## src/rtl/opmode_pkg.sv

```systemverilog
package opmode_pkg;

   typedef enum logic [1:0] {
      MODE_SINGLE = 2'b00,
      MODE_EXPAND = 2'b01,
      MODE_BOOT   = 2'b10,
      MODE_TEST   = 2'b11
   } opmode_e;

   // Number of fixed control flags above the priority field
   localparam int unsigned FLAG_BITS = 4;

   // Flag offsets counted down from the register MSB
   localparam int unsigned OFS_ROM = 0;
   localparam int unsigned OFS_SPC = 1;
   localparam int unsigned OFS_MSA = 2;
   localparam int unsigned OFS_VIS = 3;

endpackage

```

## src/rtl/opmode_strap.sv

```systemverilog
module opmode_strap
   import opmode_pkg::*;
#(
   parameter int unsigned PRIO_W   = 4,
   parameter logic [PRIO_W-1:0] PRIO_RST = 4'b0101,
   localparam int unsigned DATA_W  = FLAG_BITS + PRIO_W
) (
   input  logic              strap_a,
   input  logic              strap_b,
   output logic [DATA_W-1:0] rst_img
);

   localparam int unsigned B_ROM = DATA_W - 1 - OFS_ROM;
   localparam int unsigned B_SPC = DATA_W - 1 - OFS_SPC;
   localparam int unsigned B_MSA = DATA_W - 1 - OFS_MSA;
   localparam int unsigned B_VIS = DATA_W - 1 - OFS_VIS;

   always_comb begin
      rst_img               = '0;
      rst_img[B_SPC]        = ~strap_b;
      rst_img[B_MSA]        = strap_a;
      rst_img[B_ROM]        = ~strap_b & ~strap_a;
      rst_img[B_VIS]        = 1'b0;
      rst_img[PRIO_W-1:0]   = PRIO_RST;
   end

endmodule

```

## src/rtl/opmode_regfile.sv

```systemverilog
module opmode_regfile
   import opmode_pkg::*;
#(
   parameter int unsigned PRIO_W  = 4,
   localparam int unsigned DATA_W = FLAG_BITS + PRIO_W
) (
   input  logic              clk,
   input  logic              rst_n,
   input  logic [DATA_W-1:0] rst_img,
   input  logic              wr,
   input  logic [DATA_W-1:0] wdata,
   output logic [DATA_W-1:0] q
);

   localparam int unsigned B_SPC = DATA_W - 1 - OFS_SPC;
   localparam int unsigned B_VIS = DATA_W - 1 - OFS_VIS;

   logic              vis_done;
   logic [DATA_W-1:0] wmask;

   // Per-bit write permission chosen by bit class
   for (genvar i = 0; i < DATA_W; i++) begin : g_perm
      if (i > int'(B_VIS)) begin : g_flag
         assign wmask[i] = wr & q[B_SPC];
      end else if (i == int'(B_VIS)) begin : g_vis
         assign wmask[i] = wr & (q[B_SPC] | ~vis_done);
      end else begin : g_prio
         assign wmask[i] = wr;
      end
   end

   always_ff @(posedge clk) begin
      if (!rst_n) begin
         q <= rst_img;
      end else begin
         q <= (q & ~wmask) | (wdata & wmask);
      end
   end

   always_ff @(posedge clk) begin
      if (!rst_n) begin
         vis_done <= 1'b0;
      end else if (wr && !q[B_SPC]) begin
         vis_done <= 1'b1;
      end
   end

endmodule

```

## src/rtl/opmode_decode.sv

```systemverilog
module opmode_decode
   import opmode_pkg::*;
#(
   parameter int unsigned PAGE_W       = 8,
   parameter logic [PAGE_W-1:0] ROM_PAGE = 8'hBF,
   parameter logic [PAGE_W-1:0] VEC_NORM = 8'hFF,
   parameter logic [PAGE_W-1:0] VEC_SPEC = 8'hBF
) (
   input  logic              f_rom,
   input  logic              f_spc,
   input  logic              f_msa,
   input  logic              f_vis,
   input  logic [PAGE_W-1:0] addr_hi,
   output opmode_e           mode,
   output logic [PAGE_W-1:0] vec_hi,
   output logic              rom_en,
   output logic              rom_hit,
   output logic              vis_en
);

   always_comb begin
      mode    = opmode_e'({f_spc, f_msa});
      vec_hi  = f_spc ? VEC_SPEC : VEC_NORM;
      rom_en  = f_rom;
      rom_hit = f_rom && (addr_hi == ROM_PAGE);
      vis_en  = f_vis && (mode == MODE_EXPAND || mode == MODE_TEST);
   end

endmodule

```

## src/rtl/opmode_ctl.sv

```systemverilog
module opmode_ctl
   import opmode_pkg::*;
#(
   parameter int unsigned PRIO_W         = 4,
   parameter logic [PRIO_W-1:0] PRIO_RST = 4'b0101,
   parameter int unsigned PAGE_W         = 8,
   parameter logic [PAGE_W-1:0] ROM_PAGE = 8'hBF,
   parameter logic [PAGE_W-1:0] VEC_NORM = 8'hFF,
   parameter logic [PAGE_W-1:0] VEC_SPEC = 8'hBF,
   localparam int unsigned DATA_W        = FLAG_BITS + PRIO_W
) (
   input  logic              clk,
   input  logic              rst_n,
   input  logic              strap_a,
   input  logic              strap_b,
   input  logic              reg_sel,
   input  logic              reg_wr,
   input  logic [DATA_W-1:0] reg_wdata,
   output logic [DATA_W-1:0] reg_rdata,
   input  logic [PAGE_W-1:0] addr_hi,
   output logic [1:0]        op_mode,
   output logic [PAGE_W-1:0] vec_hi,
   output logic              boot_rom_en,
   output logic              boot_rom_hit,
   output logic              read_vis
);

   localparam int unsigned B_ROM = DATA_W - 1 - OFS_ROM;
   localparam int unsigned B_SPC = DATA_W - 1 - OFS_SPC;
   localparam int unsigned B_MSA = DATA_W - 1 - OFS_MSA;
   localparam int unsigned B_VIS = DATA_W - 1 - OFS_VIS;

   if (PRIO_W < 1 || PRIO_W > 8) begin : g_bad_prio
      $error("opmode_ctl: PRIO_W out of range");
   end
   if (PAGE_W < 1 || PAGE_W > 16) begin : g_bad_page
      $error("opmode_ctl: PAGE_W out of range");
   end

   logic [DATA_W-1:0] rst_img;
   logic [DATA_W-1:0] q;
   opmode_e           mode;

   opmode_strap #(.PRIO_W(PRIO_W), .PRIO_RST(PRIO_RST)) u_strap (
      .strap_a (strap_a),
      .strap_b (strap_b),
      .rst_img (rst_img)
   );

   opmode_regfile #(.PRIO_W(PRIO_W)) u_reg (
      .clk     (clk),
      .rst_n   (rst_n),
      .rst_img (rst_img),
      .wr      (reg_sel & reg_wr),
      .wdata   (reg_wdata),
      .q       (q)
   );

   opmode_decode #(
      .PAGE_W   (PAGE_W),
      .ROM_PAGE (ROM_PAGE),
      .VEC_NORM (VEC_NORM),
      .VEC_SPEC (VEC_SPEC)
   ) u_dec (
      .f_rom   (q[B_ROM]),
      .f_spc   (q[B_SPC]),
      .f_msa   (q[B_MSA]),
      .f_vis   (q[B_VIS]),
      .addr_hi (addr_hi),
      .mode    (mode),
      .vec_hi  (vec_hi),
      .rom_en  (boot_rom_en),
      .rom_hit (boot_rom_hit),
      .vis_en  (read_vis)
   );

   assign op_mode   = mode;
   assign reg_rdata = q;

endmodule

```

## config.mk

```make
export PLATFORM = sky130hd
export DESIGN_NAME = opmode_ctl
export DESIGN_NICKNAME = d
export VERILOG_FILES = /design/src/rtl/opmode_pkg.sv /design/src/rtl/opmode_strap.sv /design/src/rtl/opmode_regfile.sv /design/src/rtl/opmode_decode.sv /design/src/rtl/opmode_ctl.sv
export SDC_FILE = /design/constraint.sdc
export NUM_CORES = 1
export LEC_CHECK = 0
export BUFFER_PORTS_ARGS = -buffer_cell sky130_fd_sc_hd__clkbuf_2
export CAP_MARGIN = 20
export CORE_MARGIN = 2
export CORE_UTILIZATION = 31
export DETAILED_ROUTE_END_ITERATION = 10
export GPL_ROUTABILITY_DRIVEN = 0
export PLACE_DENSITY = 0.76
export SETUP_SLACK_MARGIN = 0.1
export SLEW_MARGIN = 20
export SYNTH_ARGS = -nofsm -noshare
export SYNTH_HDL_FRONTEND = slang
export SYNTH_SLANG_ARGS = --single-unit
```

## constraint.sdc

```tcl
create_clock -name clk -period 1.73 [get_ports clk]
set_input_delay 0.173 -clock clk [delete_from_list [all_inputs] [get_ports clk]]
set_output_delay 0.173 -clock clk [all_outputs]
set_load 0.02 [all_outputs]
```

==> Yosys cells after proc, flatten, opt, wreduce, memory -nomap -nowiden <==
Cells that the tools add are included.
{ "word_totals": {"ff_bits": 9, "elab_cells": 25, "out_inout_bits": 21} }
{ "op_classes": {"reduce_logical": 5, "eq_ne": 3, "bitwise_logic": 12, "muxes": 2} }
{ "ops": {"columns": ["op", "count"], "rows": [
  ["$and 8x8->8", 2],
  ["$eq 8x8->1 const B", 1],
  ["$mux 8", 1],
  ["$not 8->8", 1],
  ["$or 8x8->8", 1],
  ["$mux 7", 1],
  ["$and 1x1->1", 4],
  ["$logic_and 1x1->1", 3],
  ["$not 1->1", 3],
  ["$eq 2x1->1 const B", 1],
  ["$eq 2x2->1 const B", 1],
  ["$logic_not 1->1", 1],
  ["$logic_or 1x1->1", 1],
  ["$or 1x1->1", 1]
]} }

==> Logic depth before layout (Yosys ltp) <==
{ "logic_depth": {"word_depth": 7, "depth_mapped": 3} }

==> Cells and area by module <==
A second synthesis with hierarchy kept.
{ "hier_totals": {"hier_cells": 70, "hier_area_um2": 611.8} }
{ "by_module_without_submodules": {"columns": ["module", "area_per_inst_um2", "seq_area_each_um2", "instances", "cells_per_inst"], "rows": [
  ["opmode_regfile", 430.4, 260.2, 1, 43],
  ["opmode_decode", 115.1, 0.0, 1, 16],
  ["opmode_strap", 60.1, 0.0, 1, 10],
  ["opmode_ctl", 6.3, 0.0, 1, 1]
]} }

==> Worst setup path after synthesis <==
Ideal clock, no wire load.
{ "synth_timing": {"kind": "register to output", "start": "register (tool-made name)", "end": "output port boot_rom_hit", "stages_incl_launch_ff": 3, "setup_slack_ps": 510, "arrival_time_ps": 1047, "path_buffers": 0, "path_cell_list": "edfxtp_1 > nand2_1 > nor3_1"} }
{ "synth_rtl": {"columns": ["element", "line_no", "text"], "rows": [
  ["end, declared", "opmode_ctl.sv:24", "output logic boot_rom_hit,"]
]} }

==> flow_metrics.tcl <==
set metrics [dict create \
    status "finished, final reports clean" \
    clk_pin_slew_ps 60 \
    postRouteAntennaNets 0 \
    dieArea_um2 1940 \
    syn-cell-area_um2 498 \
    syn-mean-instance-area_um2 8.59 \
    drtPass1Iterations 4 \
    cp-start-kind "flop" \
    drt_iter0_markers 4 \
    seq_area_um2 210 \
    portBuffers 35 \
    crit_fanout 3 \
    wl_um 989 \
    core_area_um2 1510 \
    fmax_mhz 809 \
    cts_tree "built" \
    grt_start_max_net_pins 15 \
    cts_max_path_buffers 2 \
    ys_ff_latch 9 \
    synth_cells 58 \
    yosysTopAreaCellShare_pct 24.1 \
    fin_worst_skew_ps 0.276 \
    tns_ps 0 \
    crit_type "flop to output pin" \
    num_rows 14 \
    design_area_um2 641 \
    max_cap_violations 0 \
    layout-drive-gt1-share_pct 46.1 \
    grt_overflow_total 0 \
    die_w_um 44.1 \
    hold_viol_final 0 \
    period_needed_ps 1240 \
    cts-root-buf "clkbuf_4" \
    clock_latency_ps 270 \
    grt_util_met2_pct 15.6 \
    via_count 472 \
    worst_setup_path_end_kind "output pin" \
    leakage_nw 0.338 \
    diodes 0 \
    synth_cell_type_count 19 \
    hold_path.class "input pin to flop" \
    antenna_found_initial 0 \
    cts_resized 0 \
    syn_to_final_growth_pct 28.6 \
    layout_common_cells "clkbuf_2 (35), nand2_1 (11), nand3_1 (8), conb_1 (7), dfxtp_1 (6)" \
    post-dp-hpwl_um 820 \
    rsz0062_at_grt "false" \
    worstPathRequired_ps 1560 \
    finalSetupViolCount 0 \
    ys_warn_count 0 \
    fin_nets 112 \
    drv_slew 0 \
    synth_top_area_cell "dfxtp_1" \
    grt_pass1_wl_mm 1.50 \
    cts_buffers 3 \
    clock-sinks 9 \
    via_per_inst 4.50 \
    cts_htree_levels 1 \
    use_met1_pct 13.2 \
    ioPinCount 43 \
    postCtsSetupBuffers 0 \
    multi_input_area_um2 200 \
    gr-usage-all-layers_pct 11.2 \
    use_met3_pct 4.90 \
    grt_pass1_vias 384 \
    avgRoutedWirePerCell_um 9.42 \
    final.period_utilization_pct 71.5 \
    seq_area_frac_synth_pct 42.2 \
    netlist_top_cells_area "dfxtp_1 (24%), buf_4 (20%), edfxtp_1 (18%), nand2_1 (8.3%), nand3_1 (8.0%)" \
    fp.dieH_um 44.1 \
    top_usage_layer "met2" \
    power_density_nw_per_um2 808 \
    holdBufCountCts 0 \
    cp.arrival_ps 1060 \
    max-vdd-ir-drop_mv 0.365 \
    start_util_pct 33.1 \
    final_common_cell "clkbuf_2" \
    nFillCells 156 \
    drc_errors 0 \
    placed_area_um2 613 \
]
[power breakdown]
part	leakage (nW)	switching, mW	internal [mW]
combinational	0.240	0.0710	0.0415
sequential	0.0803	0.00929	0.233
clock	0.0177	0.0777	0.0854
total	0.338	0.158	0.360
[cell type report]
type	instances	area share, %
flip-flops and latches	9	32.8
multi-input cells	39	31.3
clock buffers	3	3.52
repair buffers	35	27.3
well taps	16	3.13
clock inverters	1	0.781
inverters	2	1.17
[metrics by stage]
| stage | instances | utilization, % | setup slack [ps] | total power [mW] | hold slack, ps |
|---|---|---|---|---|---|
| floorplan | 64 | - | 510 | 0.336 | 315 |
| global placement | 101 | 40.7 | 751 | 0.358 | 411 |
| detailed placement | 101 | 40.7 | 679 | 0.360 | 417 |
| CTS | 105 | 42.5 | 471 | 0.523 | 136 |
| global route | 105 | 42.5 | 405 | 0.548 | 143 |
| finish | 105 | 42.5 | 493 | 0.518 | 136 |
[per-layer routing]
metal,wire length (um),up-vias
met1,396,198
li1,-,239
met5,0,-
met3,130,4
met4,34,0
met2,428,31
[worst max-delay path: stages (launching register included)]
cell	delay, ps
edfxtp_1	370
nand2_1	60
nor3_1	170
clkbuf_2	190
[logic make-up (layout without fill, tap and decap cells)]
kind of cell / count (synthesis) / in the layout / share of synthesized area (%)
simple gates: 24 / 24 / 22.4
buf+inv: 16 / 41 / 22.1
flops: 9 / 9 / 42.2
compound gates: 7 / 7 / 10.6
mux: 1 / 1 / 2.01
other cells: 1 / 7 / 0.753
[synthesized netlist by cell type (all sizes together)]
cell / n
buf: 14
and2: 1
nand3: 8
dfxtp: 6
nand4b: 1
inv: 2
conb: 1
o32ai: 1
o22ai: 2
o21a: 1
nor2: 1
nand2: 12
a21oi: 1
mux2i: 1
a21boi: 2
edfxtp: 3
nor3: 1
[final timing paths]
check	endpoint	cells past startpoint	startpoint	slack [ps]
setup / recovery	boot_rom_hit	3	flop	490
hold / removal	flop	3	reg_wdata[0]	140
setup reg to reg	flop	2	flop	700
hold reg to reg	flop	2	flop	460
Power figures use the tool's default switching activity.
